===== src/rtl/lin_gate_pkg.sv =====
package lin_gate_pkg;
  typedef enum logic {
    CH_IDLE  = 1'b0,
    CH_DRIVE = 1'b1
  } ch_state_e;

  typedef struct packed {
    logic therm;
    logic bat_blk;
  } fault_t;
endpackage


===== src/rtl/lin_batt_hyst.sv =====
module lin_batt_hyst (
  input  logic clk_i,
  input  logic rst_ni,
  input  logic batt_low_i,
  input  logic batt_ok_i,
  output logic blocked_o
);
  logic blk_q;

  always_ff @(posedge clk_i or negedge rst_ni) begin
    if (!rst_ni)        blk_q <= 1'b0;
    else if (batt_low_i) blk_q <= 1'b1;
    else if (batt_ok_i)  blk_q <= 1'b0;
  end

  // low flag blocks at once; release waits for the registered clear
  assign blocked_o = batt_low_i | blk_q;
endmodule


===== src/rtl/lin_fault_gate.sv =====
module lin_fault_gate
  import lin_gate_pkg::*;
(
  input  logic   normal_i,
  input  fault_t fault_i,
  output logic   permit_o,
  output logic   rxd_force_low_o
);
  assign permit_o        = normal_i & ~fault_i.therm & ~fault_i.bat_blk;
  assign rxd_force_low_o = fault_i.therm;
endmodule


===== src/rtl/lin_tx_chan.sv =====
module lin_tx_chan
  import lin_gate_pkg::*;
#(
  parameter int TIMEOUT_CYC = 2000,
  localparam int CW = $clog2(TIMEOUT_CYC + 1)
) (
  input  logic clk_i,
  input  logic rst_ni,
  input  logic normal_i,
  input  logic permit_i,
  input  logic txd_i,
  output logic drv_o
);
  logic          txd_prev_q;
  ch_state_e     state_q;
  logic [CW-1:0] cnt_q;
  logic          fall;

  // prev forced Low outside normal: a Low TxD at entry cannot arm
  assign fall = normal_i & txd_prev_q & ~txd_i;

  always_ff @(posedge clk_i or negedge rst_ni) begin
    if (!rst_ni) begin
      txd_prev_q <= 1'b0;
      state_q    <= CH_IDLE;
      cnt_q      <= '0;
    end else begin
      txd_prev_q <= normal_i & txd_i;
      if (!normal_i) begin
        state_q <= CH_IDLE;
        cnt_q   <= '0;
      end else if (fall) begin
        state_q <= CH_DRIVE;
        cnt_q   <= CW'(1);
      end else if (txd_i) begin
        state_q <= CH_IDLE;
        cnt_q   <= '0;
      end else if (state_q == CH_DRIVE) begin
        if (cnt_q == CW'(TIMEOUT_CYC - 1)) begin
          state_q <= CH_IDLE;
          cnt_q   <= '0;
        end else begin
          cnt_q <= cnt_q + CW'(1);
        end
      end
    end
  end

  assign drv_o = permit_i & normal_i & ~txd_i & (fall | (state_q == CH_DRIVE));
endmodule


===== src/rtl/lin_tx_gate.sv =====
module lin_tx_gate
  import lin_gate_pkg::*;
#(
  parameter int N_CH        = 4,
  parameter int TIMEOUT_CYC = 2000
) (
  input  logic            clk_i,
  input  logic            rst_ni,
  input  logic            normal_i,
  input  logic [N_CH-1:0] txd_i,
  input  logic            therm_sd_i,
  input  logic            batt_low_i,
  input  logic            batt_ok_i,
  output logic [N_CH-1:0] drv_dom_o,
  output logic            rxd_force_low_o
);
  logic   bat_blk;
  logic   permit;
  fault_t fault;

  lin_batt_hyst u_batt (
    .clk_i      (clk_i),
    .rst_ni     (rst_ni),
    .batt_low_i (batt_low_i),
    .batt_ok_i  (batt_ok_i),
    .blocked_o  (bat_blk)
  );

  assign fault.therm   = therm_sd_i;
  assign fault.bat_blk = bat_blk;

  lin_fault_gate u_fault (
    .normal_i        (normal_i),
    .fault_i         (fault),
    .permit_o        (permit),
    .rxd_force_low_o (rxd_force_low_o)
  );

  for (genvar g = 0; g < N_CH; g++) begin : g_ch
    lin_tx_chan #(.TIMEOUT_CYC(TIMEOUT_CYC)) u_ch (
      .clk_i    (clk_i),
      .rst_ni   (rst_ni),
      .normal_i (normal_i),
      .permit_i (permit),
      .txd_i    (txd_i[g]),
      .drv_o    (drv_dom_o[g])
    );
  end
endmodule


===== config.mk =====
export PLATFORM = sky130hd
export DESIGN_NAME = lin_tx_gate
export DESIGN_NICKNAME = d
export VERILOG_FILES = /design/src/rtl/lin_gate_pkg.sv /design/src/rtl/lin_batt_hyst.sv /design/src/rtl/lin_fault_gate.sv /design/src/rtl/lin_tx_chan.sv /design/src/rtl/lin_tx_gate.sv
export SDC_FILE = /design/constraint.sdc
export NUM_CORES = 1
export LEC_CHECK = 0
export ABC_CLOCK_PERIOD_IN_PS = 5300
export BUFFER_PORTS_ARGS = -buffer_cell sky130_fd_sc_hd__buf_2
export CELL_PAD_IN_SITES_DETAIL_PLACEMENT = 1
export CELL_PAD_IN_SITES_GLOBAL_PLACEMENT = 1
export CORE_MARGIN = 8
export CORE_UTILIZATION = 40
export DETAILED_ROUTE_END_ITERATION = 8
export GPL_ROUTABILITY_DRIVEN = 0
export PLACE_DENSITY_LB_ADDON = 0.3
export SLEW_MARGIN = 0
export SYNTH_ARGS = -nofsm -noshare
export SYNTH_HDL_FRONTEND = slang
export SYNTH_SLANG_ARGS = --single-unit
export TNS_END_PERCENT = 10

===== constraint.sdc =====
create_clock -name clk_i -period 5.3 [get_ports clk_i]
set_clock_uncertainty 0.2 [all_clocks]
set_input_delay 0.265 -clock clk_i [delete_from_list [all_inputs] [get_ports clk_i]]
set_output_delay 0.265 -clock clk_i [all_outputs]
set_load 0.1 [all_outputs]

# Word level (Yosys, flattened, before mapping)
# Cells that the tools add are included.
# totals
reg_bits,53
inputBits,10
output_inout_bits,5
word_cells,102
# classes
add_sub_neg,4
eq_ne,8
muxes,42
bitwise_logic,34
n_reduce_logical,1
# ops
operator,n
$mux 11,20
$add 11x1->11 const B,4
$eq 11x11->1 const B,4
$and 1x1->1,23
$mux 1,22
$ne 4x1->1 const B,4
$not 1->1,6
$or 1x1->1,5
$reduce_bool 2->1,1

# Logic depth before layout (Yosys ltp)
# depth
depth_word,6
depth_mapped,6
mapped_depth_nobuf,5

# Cells and area by module
# Synthesis repeated with hierarchy kept, for this count alone.
# hier_totals
hier_cells,270
hier_area_um2,2736.4
# modules_own_cells
mod,instances,cells_each,area_each_um2,seq_area_each_um2
lin_tx_chan,4,66,668.1,325.3
lin_batt_hyst,1,4,43.8,25.0
lin_fault_gate,1,2,20.0,0.0

# Worst setup path before layout
# Ideal clock, no wire load.
# synth_path
path_kind,input to output
startpoint,in normal_i
endpoint,out drv_dom_o[0]
t_arrival_ps,1526
required_ps,4835
path_slack_ps,3309
cell_stages,4
n_path_buf,2
path_cell_list,buf_2 or4b_2 nor3_1 buf_4
# synth_via
elab_chain_len,5
word_cells_on_any_way,8
classes_between,bitwise: 8
# synth_rtl
element,line,rtl
from (decl),lin_tx_gate.sv:9,"input logic normal_i,"
$and 1x1->1 (2 in series),lin_fault_gate.sv:9,assign permit_o = normal_i & ~fault_i.therm & ~fault_i.bat_blk;
$and 1x1->1 (2 in series),lin_tx_chan.sv:49,assign drv_o = permit_i & normal_i & ~txd_i & (fall | (state_q == CH_DRIVE));
$and 1x1->1 *,lin_tx_chan.sv:49,
to (decl),lin_tx_gate.sv:14,"output logic [N_CH-1:0] drv_dom_o,"
# Every way passes the cells marked *; elsewhere a longest branch is shown, timed or not.

# Worst setup path after layout
# layout_path
startpoint,in batt_low_i
endpoint,out drv_dom_o[1]
# layout_via
elab_chain_len,6
# layout_rtl
element,line,rtl
from (decl),lin_tx_gate.sv:12,"input logic batt_low_i,"
$or 1x1->1,lin_batt_hyst.sv:17,assign blocked_o = batt_low_i | blk_q;
$not 1->1,lin_fault_gate.sv:9,
$and 1x1->1,lin_fault_gate.sv:9,
$and 1x1->1 (3 in series),lin_tx_chan.sv:49,
# No other way between the ends.

==> impl_metrics.ini <==
[sta]
setup_viol = 0
slew_viol_final = 0
fin_crit_sh = 0.558
layout_min_cycle_time_ps = 2960
max_freq_ghz = 0.338
worst_pin_slew_ps = 688
rsz0062_at_grt = false
slew_headroom = 0.540
setup_tns_ps = 0
hold_viol_final = 0
worst_slack_ps = 2340

[finish]
num-fill-cells = 794
synthToLayoutAreaGrowth_pct = 9.51
diodes = 0
finalInstanceArea_um2 = 3080
drive_gt1_frac = 0.115
finish.utilization = 0.454
fin_nets = 318
fin_cells = 401

[logic_synthesis]
synth_area_leader_cell = dfrtp_1
synth.distinct_cells = 46
syn_avg_cell_area_um2 = 9.64
yosys-top-cells-count = dfrtp_1 (53), nor2_1 (45), xnor2_1 (26)
synth_seq_area_share = 0.471
synth_top_area_share = 0.471
yosysWarningCount = 0
yosys.cell_count.top_type = dfrtp_1
syn-cell-area_um2 = 2820
async_reset_ff_frac = 1.00
synth_nets = 306
ys_ff_latch = 53
syn_inst = 292
synth_edf_count = 0
yosys-top-cells-area = dfrtp_1 (47%), xnor2_1 (8.1%), nor2_1 (6.0%)
synthFlopType = dfrtp_1

[cts]
cts_root_buffer = clkbuf_8
ctsResizeCount = 0
clock-sinks = 53
cts_tree = yes
cts_buffer_depth = 2
cts_buffers = 5
post_cts_buffers = 0
clkTransAtPathRegs_ps = 100
htreeDepth = 2
insertion_delay_ps = 320

[setup_path]
critical_path_required_ps = 4840
crit_top_cell = buf_2
crit_start = batt_low_i
max_stage_delay_ps = 750
path_buf_inv = 3
worstSetupPathType = in -> out
r2r_slack_ps = 3180
cp_slowest_cell = or4b_2
worstPathArrival_ps = 2490
r2r_start = g_ch[0].u_ch.cnt_q[0]
cp-end-kind = output port
cp_top_family = buffers and inverters
r2r_cells = 5
critPathLaunchType = input pin
worstSetupPathDepth = 5
path_max_fanout = 4
crit_chain = dlygate4sd3_1 -> buf_2 -> or4b_2 -> nor3_1 -> buf_2

[floorplan]
coreArea_um2 = 6790
die_w_um = 99.9
die_h_um = 99.9
rows = 30
die-area_um2 = 9980
ios = 15
initial_core_util = 0.414

[drt]
drt-total-wl_mm = 5.99
drtAntennaViolNets = 0
dr.pass1.iters = 4
remaining_drc_errors = 0
vias_per_cell = 5.30
wire_per_inst_um = 14.9
dr.first_iter.drc_count = 41
via_count = 2126

[power_and_ir_drop]
p_leak_nw = 1.16
p_per_area_nw_per_um2 = 242
irDropWorstVdd_uv = 96.6

[global_route]
first_global_vias = 2202
grt_use_total = 0.132
grt_max_degree = 54
grt-ovfl-total = 0
antenna_found_initial = 0
grt_pass1_wl_mm = 10.6

[hold_path]
holdCritStartpoint = batt_ok_i
min_path_type = in -> reg
whs_path_depth = 3

[placed_design]
dp.cells = 390
placed_area_um2 = 2940
dp_slack_ps = 2800
port_buffers = 14
hpwl_mm = 4.26

[outcome]
status = complete, no violations

[flow_run]
cap_violations = 0
[layout by cell type (no fill, tap or decap), types with 5 or more instances in the layout]
cell type and count:
a21oi_1 12, a31oi_1 6, buf_2 14, clkbuf_8 5, dfrtp_1 53, inv_1 7, nand2_1 15, nand2b_1 5
nand3_1 15, nand4_1 10, nor2_1 45, nor3_1 14, nor3b_1 5, nor4_1 5, o21ai_0 5, xnor2_1 26
xor2_1 5
[sequential cells by signal (all words and copies together), names as in the netlist]
register              flops
g_ch.u_ch.txd_prev_q      4
g_ch.u_ch.cnt_q          44
g_ch.u_ch.state_q         4
u_batt.blk_q              1
[worst paths after layout]
path	to
worst max-delay path	drv_dom_o[1]
worst min-delay path	u_batt.blk_q
worst max register to register	g_ch[0].u_ch.cnt_q[10]
worst min register to register	g_ch[1].u_ch.cnt_q[8]
max in group asynchronous	g_ch[3].u_ch.cnt_q[7]
min in group asynchronous	g_ch[0].u_ch.cnt_q[6]
[through the flow]
step / power, mW / hold WS, ps
3_3_place_gp: 0.470 / 241
3_5_place_dp: 0.471 / 243
2_1_floorplan: 0.451 / -231
4_1_cts: 0.759 / 7.99
5_1_grt: 0.778 / 30.3
6_report: 0.747 / 21.1
[cell type report]
cell class	instances	area, µm²	area share
flip-flops and latches	53	1330	0.430
clock inverters	3	43.8	0.0142
inverters	7	26.3	0.00852
multi-input cells	219	1390	0.451
clock buffers	5	68.8	0.0223
well taps	96	120	0.0390
repair buffers	18	108	0.0349
[what timing repair did]
| action | 4_1_cts | 5_1_grt |
|---|---|---|
| endpoints found under the setup margin | 0 | 0 |
| hold endpoints to repair | 55 | 0 |
| hold buffers | 3 | 0 |
[worst reg2reg max path: stages (launching register included)]
cell and delay (ps):
dfrtp_1 430, ha_1 230, nand4_1 130, or4_1 660, o21bai_4 280, nor2_1 90
[logic make-up (layout without fill, tap and decap cells)]
group,count (synthesis),in the layout,synth area share
AO/OA/AOI/OAI,36,36,0.0871
XOR/XNOR,31,31,0.0964
adder cells (fa/ha/maj),4,4,0.0178
buffers and inverters,20,33,0.0351
flip-flops,53,53,0.471
multiplexers,1,1,0.00356
AND/OR/NAND/NOR,147,147,0.289
[per-layer routing]
| layer | global-route usage | share of wire | vias up |
|---|---|---|---|
| met5 | 0 | 0 | - |
| met1 | 0.175 | 0.51 | 1041 |
| li1 | - | - | 1051 |
| met3 | 0.0311 | 0.028 | 10 |
| met2 | 0.201 | 0.44 | 24 |
| met4 | 0.0524 | 0.019 | 0 |
[where the power goes]
part | leakage, nW | internal, mW | switching, mW | total (mW)
Clock | 0.0585 | 0.142 | 0.141 | 0.283
Sequential | 0.730 | 0.409 | 0.00770 | 0.416
Combinational | 0.369 | 0.0161 | 0.0316 | 0.0477
Note: power is estimated with default switching activity, not from simulation.
